===== config.mk =====
export PLATFORM = sky130hd
export DESIGN_NAME = spr_dma_engine
export DESIGN_NICKNAME = d
export VERILOG_FILES = /design/src/rtl/spr_dma_pkg.sv /design/src/rtl/spr_dma_start_reg.sv /design/src/rtl/spr_dma_budget.sv /design/src/rtl/spr_dma_seq.sv /design/src/rtl/spr_dma_engine.sv
export SDC_FILE = /design/constraint.sdc
export NUM_CORES = 1
export LEC_CHECK = 0
export ABC_AREA = 1
export CORE_MARGIN = 1.5
export CORE_UTILIZATION = 47
export CTS_BUF_LIST = sky130_fd_sc_hd__clkbuf_8 sky130_fd_sc_hd__clkbuf_16
export DETAILED_ROUTE_END_ITERATION = 10
export PLACE_DENSITY = 0.8
export SLEW_MARGIN = 20
export SYNTH_ARGS = -nofsm -noshare
export SYNTH_HDL_FRONTEND = slang
export SYNTH_SLANG_ARGS = --single-unit

===== constraint.sdc =====
create_clock -name clk -period 1.59 [get_ports clk]
set_input_delay 0.159 -clock clk [delete_from_list [all_inputs] [get_ports clk]]
set_output_delay 0.159 -clock clk [all_outputs]
set_load 0.1 [all_outputs]

===== src/rtl/spr_dma_pkg.sv =====
package spr_dma_pkg;

    localparam int ADDR_W = 16;
    localparam int DATA_W = 8;
    localparam int PAGE_W = 8;

    // Operation carried out in one slot of a byte's clock group
    typedef enum logic [1:0] {
        OP_READ    = 2'd0,
        OP_CAPTURE = 2'd1,
        OP_WRITE   = 2'd2,
        OP_IDLE    = 2'd3
    } slot_op_e;

    // One cycle of memory bus request
    typedef struct packed {
        logic [ADDR_W-1:0] addr;
        logic              rd;
        logic              wr;
        logic [DATA_W-1:0] wdata;
    } bus_req_t;

    // Slot 0 reads, slot 1 captures the returned data, slot 2 writes
    function automatic slot_op_e slot_op(input int unsigned slot);
        case (slot)
            0:       return OP_READ;
            1:       return OP_CAPTURE;
            2:       return OP_WRITE;
            default: return OP_IDLE;
        endcase
    endfunction

    // Page-aligned source address for a byte offset
    function automatic logic [ADDR_W-1:0] src_address(
        input logic [PAGE_W-1:0] page,
        input logic [ADDR_W-1:0] offset
    );
        return {page, {(ADDR_W-PAGE_W){1'b0}}} + offset;
    endfunction

endpackage


===== src/rtl/spr_dma_start_reg.sv =====
module spr_dma_start_reg
    import spr_dma_pkg::*;
#(
    parameter logic [ADDR_W-1:0] START_ADDR = 16'hFF46
) (
    input  logic              clk,
    input  logic              rst,
    input  logic              cpu_wr_en,
    input  logic [ADDR_W-1:0] cpu_addr,
    input  logic [DATA_W-1:0] cpu_wdata,
    output logic              start,
    output logic [PAGE_W-1:0] page_q
);

    assign start = cpu_wr_en && (cpu_addr == START_ADDR);

    always_ff @(posedge clk) begin
        if (rst) begin
            page_q <= '0;
        end else if (start) begin
            page_q <= cpu_wdata[PAGE_W-1:0];
        end
    end

endmodule


===== src/rtl/spr_dma_budget.sv =====
module spr_dma_budget #(
    parameter int BUDGET = 640
) (
    input  logic clk,
    input  logic rst,
    input  logic load,
    output logic active
);

    localparam int CNT_W = $clog2(BUDGET + 1);

    logic [CNT_W-1:0] remain_q;

    always_ff @(posedge clk) begin
        if (rst) begin
            remain_q <= '0;
        end else if (load) begin
            remain_q <= CNT_W'(BUDGET);
        end else if (remain_q != '0) begin
            remain_q <= remain_q - 1'b1;
        end
    end

    assign active = (remain_q != '0);

endmodule


===== src/rtl/spr_dma_seq.sv =====
module spr_dma_seq
    import spr_dma_pkg::*;
#(
    parameter int                XFER_BYTES    = 160,
    parameter int                CLKS_PER_BYTE = 4,
    parameter logic [ADDR_W-1:0] DEST_BASE     = 16'hFE00
) (
    input  logic              clk,
    input  logic              rst,
    input  logic              restart,
    input  logic              active,
    input  logic [PAGE_W-1:0] page,
    input  logic [DATA_W-1:0] mem_rdata,
    output bus_req_t          req
);

    localparam int SLOT_W = (CLKS_PER_BYTE > 1) ? $clog2(CLKS_PER_BYTE) : 1;
    localparam int IDX_W  = $clog2(XFER_BYTES + 1);
    localparam logic [SLOT_W-1:0] LAST_SLOT = SLOT_W'(CLKS_PER_BYTE - 1);

    logic [SLOT_W-1:0] slot_q;
    logic [IDX_W-1:0]  idx_q;
    logic [DATA_W-1:0] hold_q;
    slot_op_e          op;
    logic [ADDR_W-1:0] offset;

    assign op     = slot_op(int'(slot_q));
    assign offset = ADDR_W'(idx_q);

    always_ff @(posedge clk) begin
        if (rst) begin
            slot_q <= '0;
            idx_q  <= '0;
        end else if (restart) begin
            slot_q <= '0;
            idx_q  <= '0;
        end else if (active) begin
            if (slot_q == LAST_SLOT) begin
                slot_q <= '0;
                idx_q  <= idx_q + 1'b1;
            end else begin
                slot_q <= slot_q + 1'b1;
            end
        end
    end

    always_ff @(posedge clk) begin
        if (rst) begin
            hold_q <= '0;
        end else if (active && !restart && op == OP_CAPTURE) begin
            hold_q <= mem_rdata;
        end
    end

    always_comb begin
        req       = '0;
        req.rd    = active && (op == OP_READ);
        req.wr    = active && (op == OP_WRITE);
        req.wdata = hold_q;
        if (op == OP_READ) begin
            req.addr = src_address(page, offset);
        end else begin
            req.addr = DEST_BASE + offset;
        end
    end

endmodule


===== src/rtl/spr_dma_engine.sv =====
module spr_dma_engine
    import spr_dma_pkg::*;
#(
    parameter logic [15:0] START_ADDR    = 16'hFF46,
    parameter logic [15:0] DEST_BASE     = 16'hFE00,
    parameter int          XFER_BYTES    = 160,
    parameter int          CLKS_PER_BYTE = 4
) (
    input  logic        clk,
    input  logic        rst,
    input  logic        cpu_wr_en,
    input  logic [15:0] cpu_addr,
    input  logic [7:0]  cpu_wdata,
    output logic [15:0] mem_addr,
    output logic        mem_rd,
    input  logic [7:0]  mem_rdata,
    output logic        mem_wr,
    output logic [7:0]  mem_wdata,
    output logic        dma_active,
    input  logic        ext_dma_active,
    output logic        any_dma_active
);

    localparam int BUDGET = XFER_BYTES * CLKS_PER_BYTE;

    logic              start;
    logic [PAGE_W-1:0] page_q;
    logic              active;
    bus_req_t          req;

    spr_dma_start_reg #(
        .START_ADDR(START_ADDR)
    ) u_start (
        .clk      (clk),
        .rst      (rst),
        .cpu_wr_en(cpu_wr_en),
        .cpu_addr (cpu_addr),
        .cpu_wdata(cpu_wdata),
        .start    (start),
        .page_q   (page_q)
    );

    spr_dma_budget #(
        .BUDGET(BUDGET)
    ) u_budget (
        .clk   (clk),
        .rst   (rst),
        .load  (start),
        .active(active)
    );

    spr_dma_seq #(
        .XFER_BYTES   (XFER_BYTES),
        .CLKS_PER_BYTE(CLKS_PER_BYTE),
        .DEST_BASE    (DEST_BASE)
    ) u_seq (
        .clk      (clk),
        .rst      (rst),
        .restart  (start),
        .active   (active),
        .page     (page_q),
        .mem_rdata(mem_rdata),
        .req      (req)
    );

    assign mem_addr       = req.addr;
    assign mem_rd         = req.rd;
    assign mem_wr         = req.wr;
    assign mem_wdata      = req.wdata;
    assign dma_active     = active;
    assign any_dma_active = active | ext_dma_active;

endmodule


==> impl_metrics.tcl <==
set metrics [dict create \
    cp_max_fo 3 \
    dpl_worst_slack_ns -0.01774 \
    rr_endpoint "u_seq.hold_q[3]$_SDFFE_PP0P_" \
    violations "negative setup slack" \
    drc 0 \
    placed_cells 410 \
    crit_path_max_incr_delay_ns 0.37 \
    die_width_um 69.44 \
    wl_mm 6.830 \
    cp-end-kind "primary output" \
    wire_per_inst_um 15.77 \
    path_buf_inv 1 \
    synth-seq-area-share_pct 34.74 \
    synthFlopType "dfxtp_1" \
    synth_top_area_share_pct 34.74 \
    worst_path_dominant_cell_family "simple AND/OR/NAND/NOR gates" \
    crit_path_cell_trace "nor2_4, nand2_4, nor2_4, nand2_8, or2_4, buf_12" \
    critPathRequiredTime_ns 1.43 \
    grt_first_pass_wirelength_mm 9.715 \
    synthToLayoutAreaGrowth_pct 65.38 \
    syn_inst 293 \
    grt_pass1_vias 2154 \
    whs_ns 0.4601 \
    numPortBuffers 63 \
    viasPerCell 5.349 \
    tns_ns -0.2982 \
    max_freq_ghz 0.5877 \
    cts_buffers 5 \
    drt_iter0_markers 162 \
    worstSetupPathType "flop to primary output" \
    syn_area_sq_um 2074 \
    period_needed_ns 1.702 \
    critPathArrivalTime_ns 1.54 \
    hp-start "cpu_wdata[6]" \
    start_util_pct 50.41 \
    synth_top_cell_by_area "dfxtp_1" \
    ys_types 25 \
    fin_crit_sh_pct 107.0 \
    fin_nets 425 \
    critPathLaunchType "flop" \
    diodes 0 \
    drv_cap 0 \
    clock_sinks 36 \
    ys_ff_latch 36 \
    yosys_warnings 0 \
    synth_nets 336 \
    synth_edf_count 0 \
    ant_nets 0 \
    fin_cells 433 \
    dieHeight_um 69.44 \
    crit_top_cell "nor2_4" \
    h-tree-depth 2 \
    fin_ws_ns -0.1115 \
    outcome "finished with violations" \
    hold_end "u_start.page_q[6]$_SDFFE_PP0P_" \
    grt_max_degree 19 \
    core.rowCount 23 \
    routabilityCongestion 0.7986 \
    rsz0062_at_grt "true" \
    startpoint "u_budget.remain_q[9]$_SDFFE_PP0P_" \
    cts_root_buf "clkbuf_8" \
    grt_overflow 0 \
    slew-limit-headroom_pct 74.88 \
    drive_above_1_share_pct 32.38 \
    rr_startpoint "u_budget.remain_q[0]$_SDFFE_PP0P_" \
    hp-class "primary input to flop" \
    regToRegSetupSlack_ns -0.04 \
    vias 2316 \
    synth-async-reset-ratio_pct 0 \
    syn_avg_cell_area_sq_um 7.080 \
    antenna_found_initial 0 \
    first_pass_iters 4 \
    slowest_stage "dfxtp_1" \
    die-area_sq_um 4821 \
    clk_pin_slew_worst_paths_ns 0.08 \
    pin_count 64 \
    r2r_cells 11 \
    core_sq_um 4115 \
    track_usage_pct 24.96 \
    setup_violations 7 \
    worstHoldPathCells 3 \
    clock_latency_ns 0.30 \
    skew_ns 0.01071 \
    cts_max_path_buffers 2 \
    tightestPinTransition_ns 0.3764 \
    hold_violations 0 \
    ys_top_cells_by_area "dfxtp_1 (35%), nand2_1 (11%), nor2_1 (9.6%)" \
    cts_tree "yes" \
    dp_hpwl_mm 4.080 \
    drv_slew 0 \
]
-- worst max-delay path by stage --
stage                                        end  slack (ns)  cells after the start
floorplan                                 mem_rd       -0.14                      5
global placement    u_seq.hold_q[0]$_SDFFE_PP0P_        0.03                      8
detailed placement  u_seq.hold_q[4]$_SDFFE_PP0P_       -0.02                      8
CTS                               any_dma_active       -0.07                      7
global route                      any_dma_active       -0.15                      6
finish                            any_dma_active       -0.11                      6
-- sequential cells by signal, indices dropped and copies added, names as in the netlist --
name / cells
u_seq.hold_q: 8
u_seq.slot_q: 2
u_budget.remain_q: 10
u_seq.idx_q: 8
u_start.page_q: 8
-- repair_timing --
action | in CTS | in global routing
endpoints found under the setup margin | 11 | 14
hold buffers | 0 | 0
resized for setup | 25 | 19
pin swaps | 6 | 9
cloned | 0 | 0
setup buffers | 5 | 11
-- per-layer routing --
metal	vias to the layer above	track usage (%)	share of wire [%]
met5	-	0	0
met4	0	8.497	4.2
met3	33	6.395	7.2
met2	128	46.90	51
met1	1063	26.81	37
li1	1092	-	-
-- tightest hold or removal path, delay by kind of cell --
family / cells / cell delay [ns]
buffers and inverters: 1 / 0.41
and+or+nand+nor: 2 / 0.15
-- Yosys cell counts, types with 6 or more instances --
| master | n |
|---|---|
| nor2_2 | 7 |
| nand4_1 | 7 |
| nor2_1 | 53 |
| dfxtp_1 | 36 |
| inv_1 | 37 |
| o21ai_0 | 10 |
| ha_1 | 7 |
| nand2_1 | 62 |
| nand3_1 | 19 |
| or2_2 | 8 |
| a21oi_1 | 13 |
| nor2_4 | 6 |
-- cell families (layout without fill, tap and decap cells) --
logic type	count (synthesis)	count (layout)	share of synthesized area, %
AND/OR/NAND/NOR	175	175	42.70
buffers and inverters	43	133	8.986
flip-flops	36	36	34.74
AO/OA/AOI/OAI	27	27	7.237
adder cells (fa/ha/maj)	7	7	4.222
XOR/XNOR	5	5	2.111
-- placed cells by master, fill, tap and decap left out --
master            n
dfxtp_1          24
ha_1              5
nor2_2            9
inv_1            34
nand2_4           2
buf_4            18
nand2_2           2
nand3_4           3
inv_4             3
ha_4              2
nand2_8           2
xnor2_1           1
xor2_1            4
buf_6             3
dfxtp_4           2
nand4_1           7
nor3_1            3
nor2_1           48
inv_2             5
nor2_4            9
dfxtp_2          10
or2_4             8
nand3_2           6
a21oi_2           4
o21ai_0          10
clkbuf_8          6
a21oi_1          13
buf_12           29
clkdlybuf4s50_1  35
nor2_8            1
nand2_1          61
nand3_1          14
-- final cells by class --
type | instances | area [sq um]
multi-input combinational | 214 | 1280
timing repair buffer | 85 | 1100
sequential | 36 | 740.7
fill | 227 | 684.4
inverter | 40 | 157.7
clock buffer | 6 | 82.58
tap | 50 | 62.56
clock inverter | 2 | 7.507
-- through the flow --
stage          utilization, %  cell area, sq um
2_1_floorplan               -              2090
3_3_place_gp            75.13              3092
3_5_place_dp            75.13              3092
4_1_cts                 79.90              3288
5_1_grt                 83.37              3431
6_report                83.37              3431
Power is left out: the tool's default activity adds up to more than one toggle a clock period on the data nets, which glitch-free logic cannot reach.
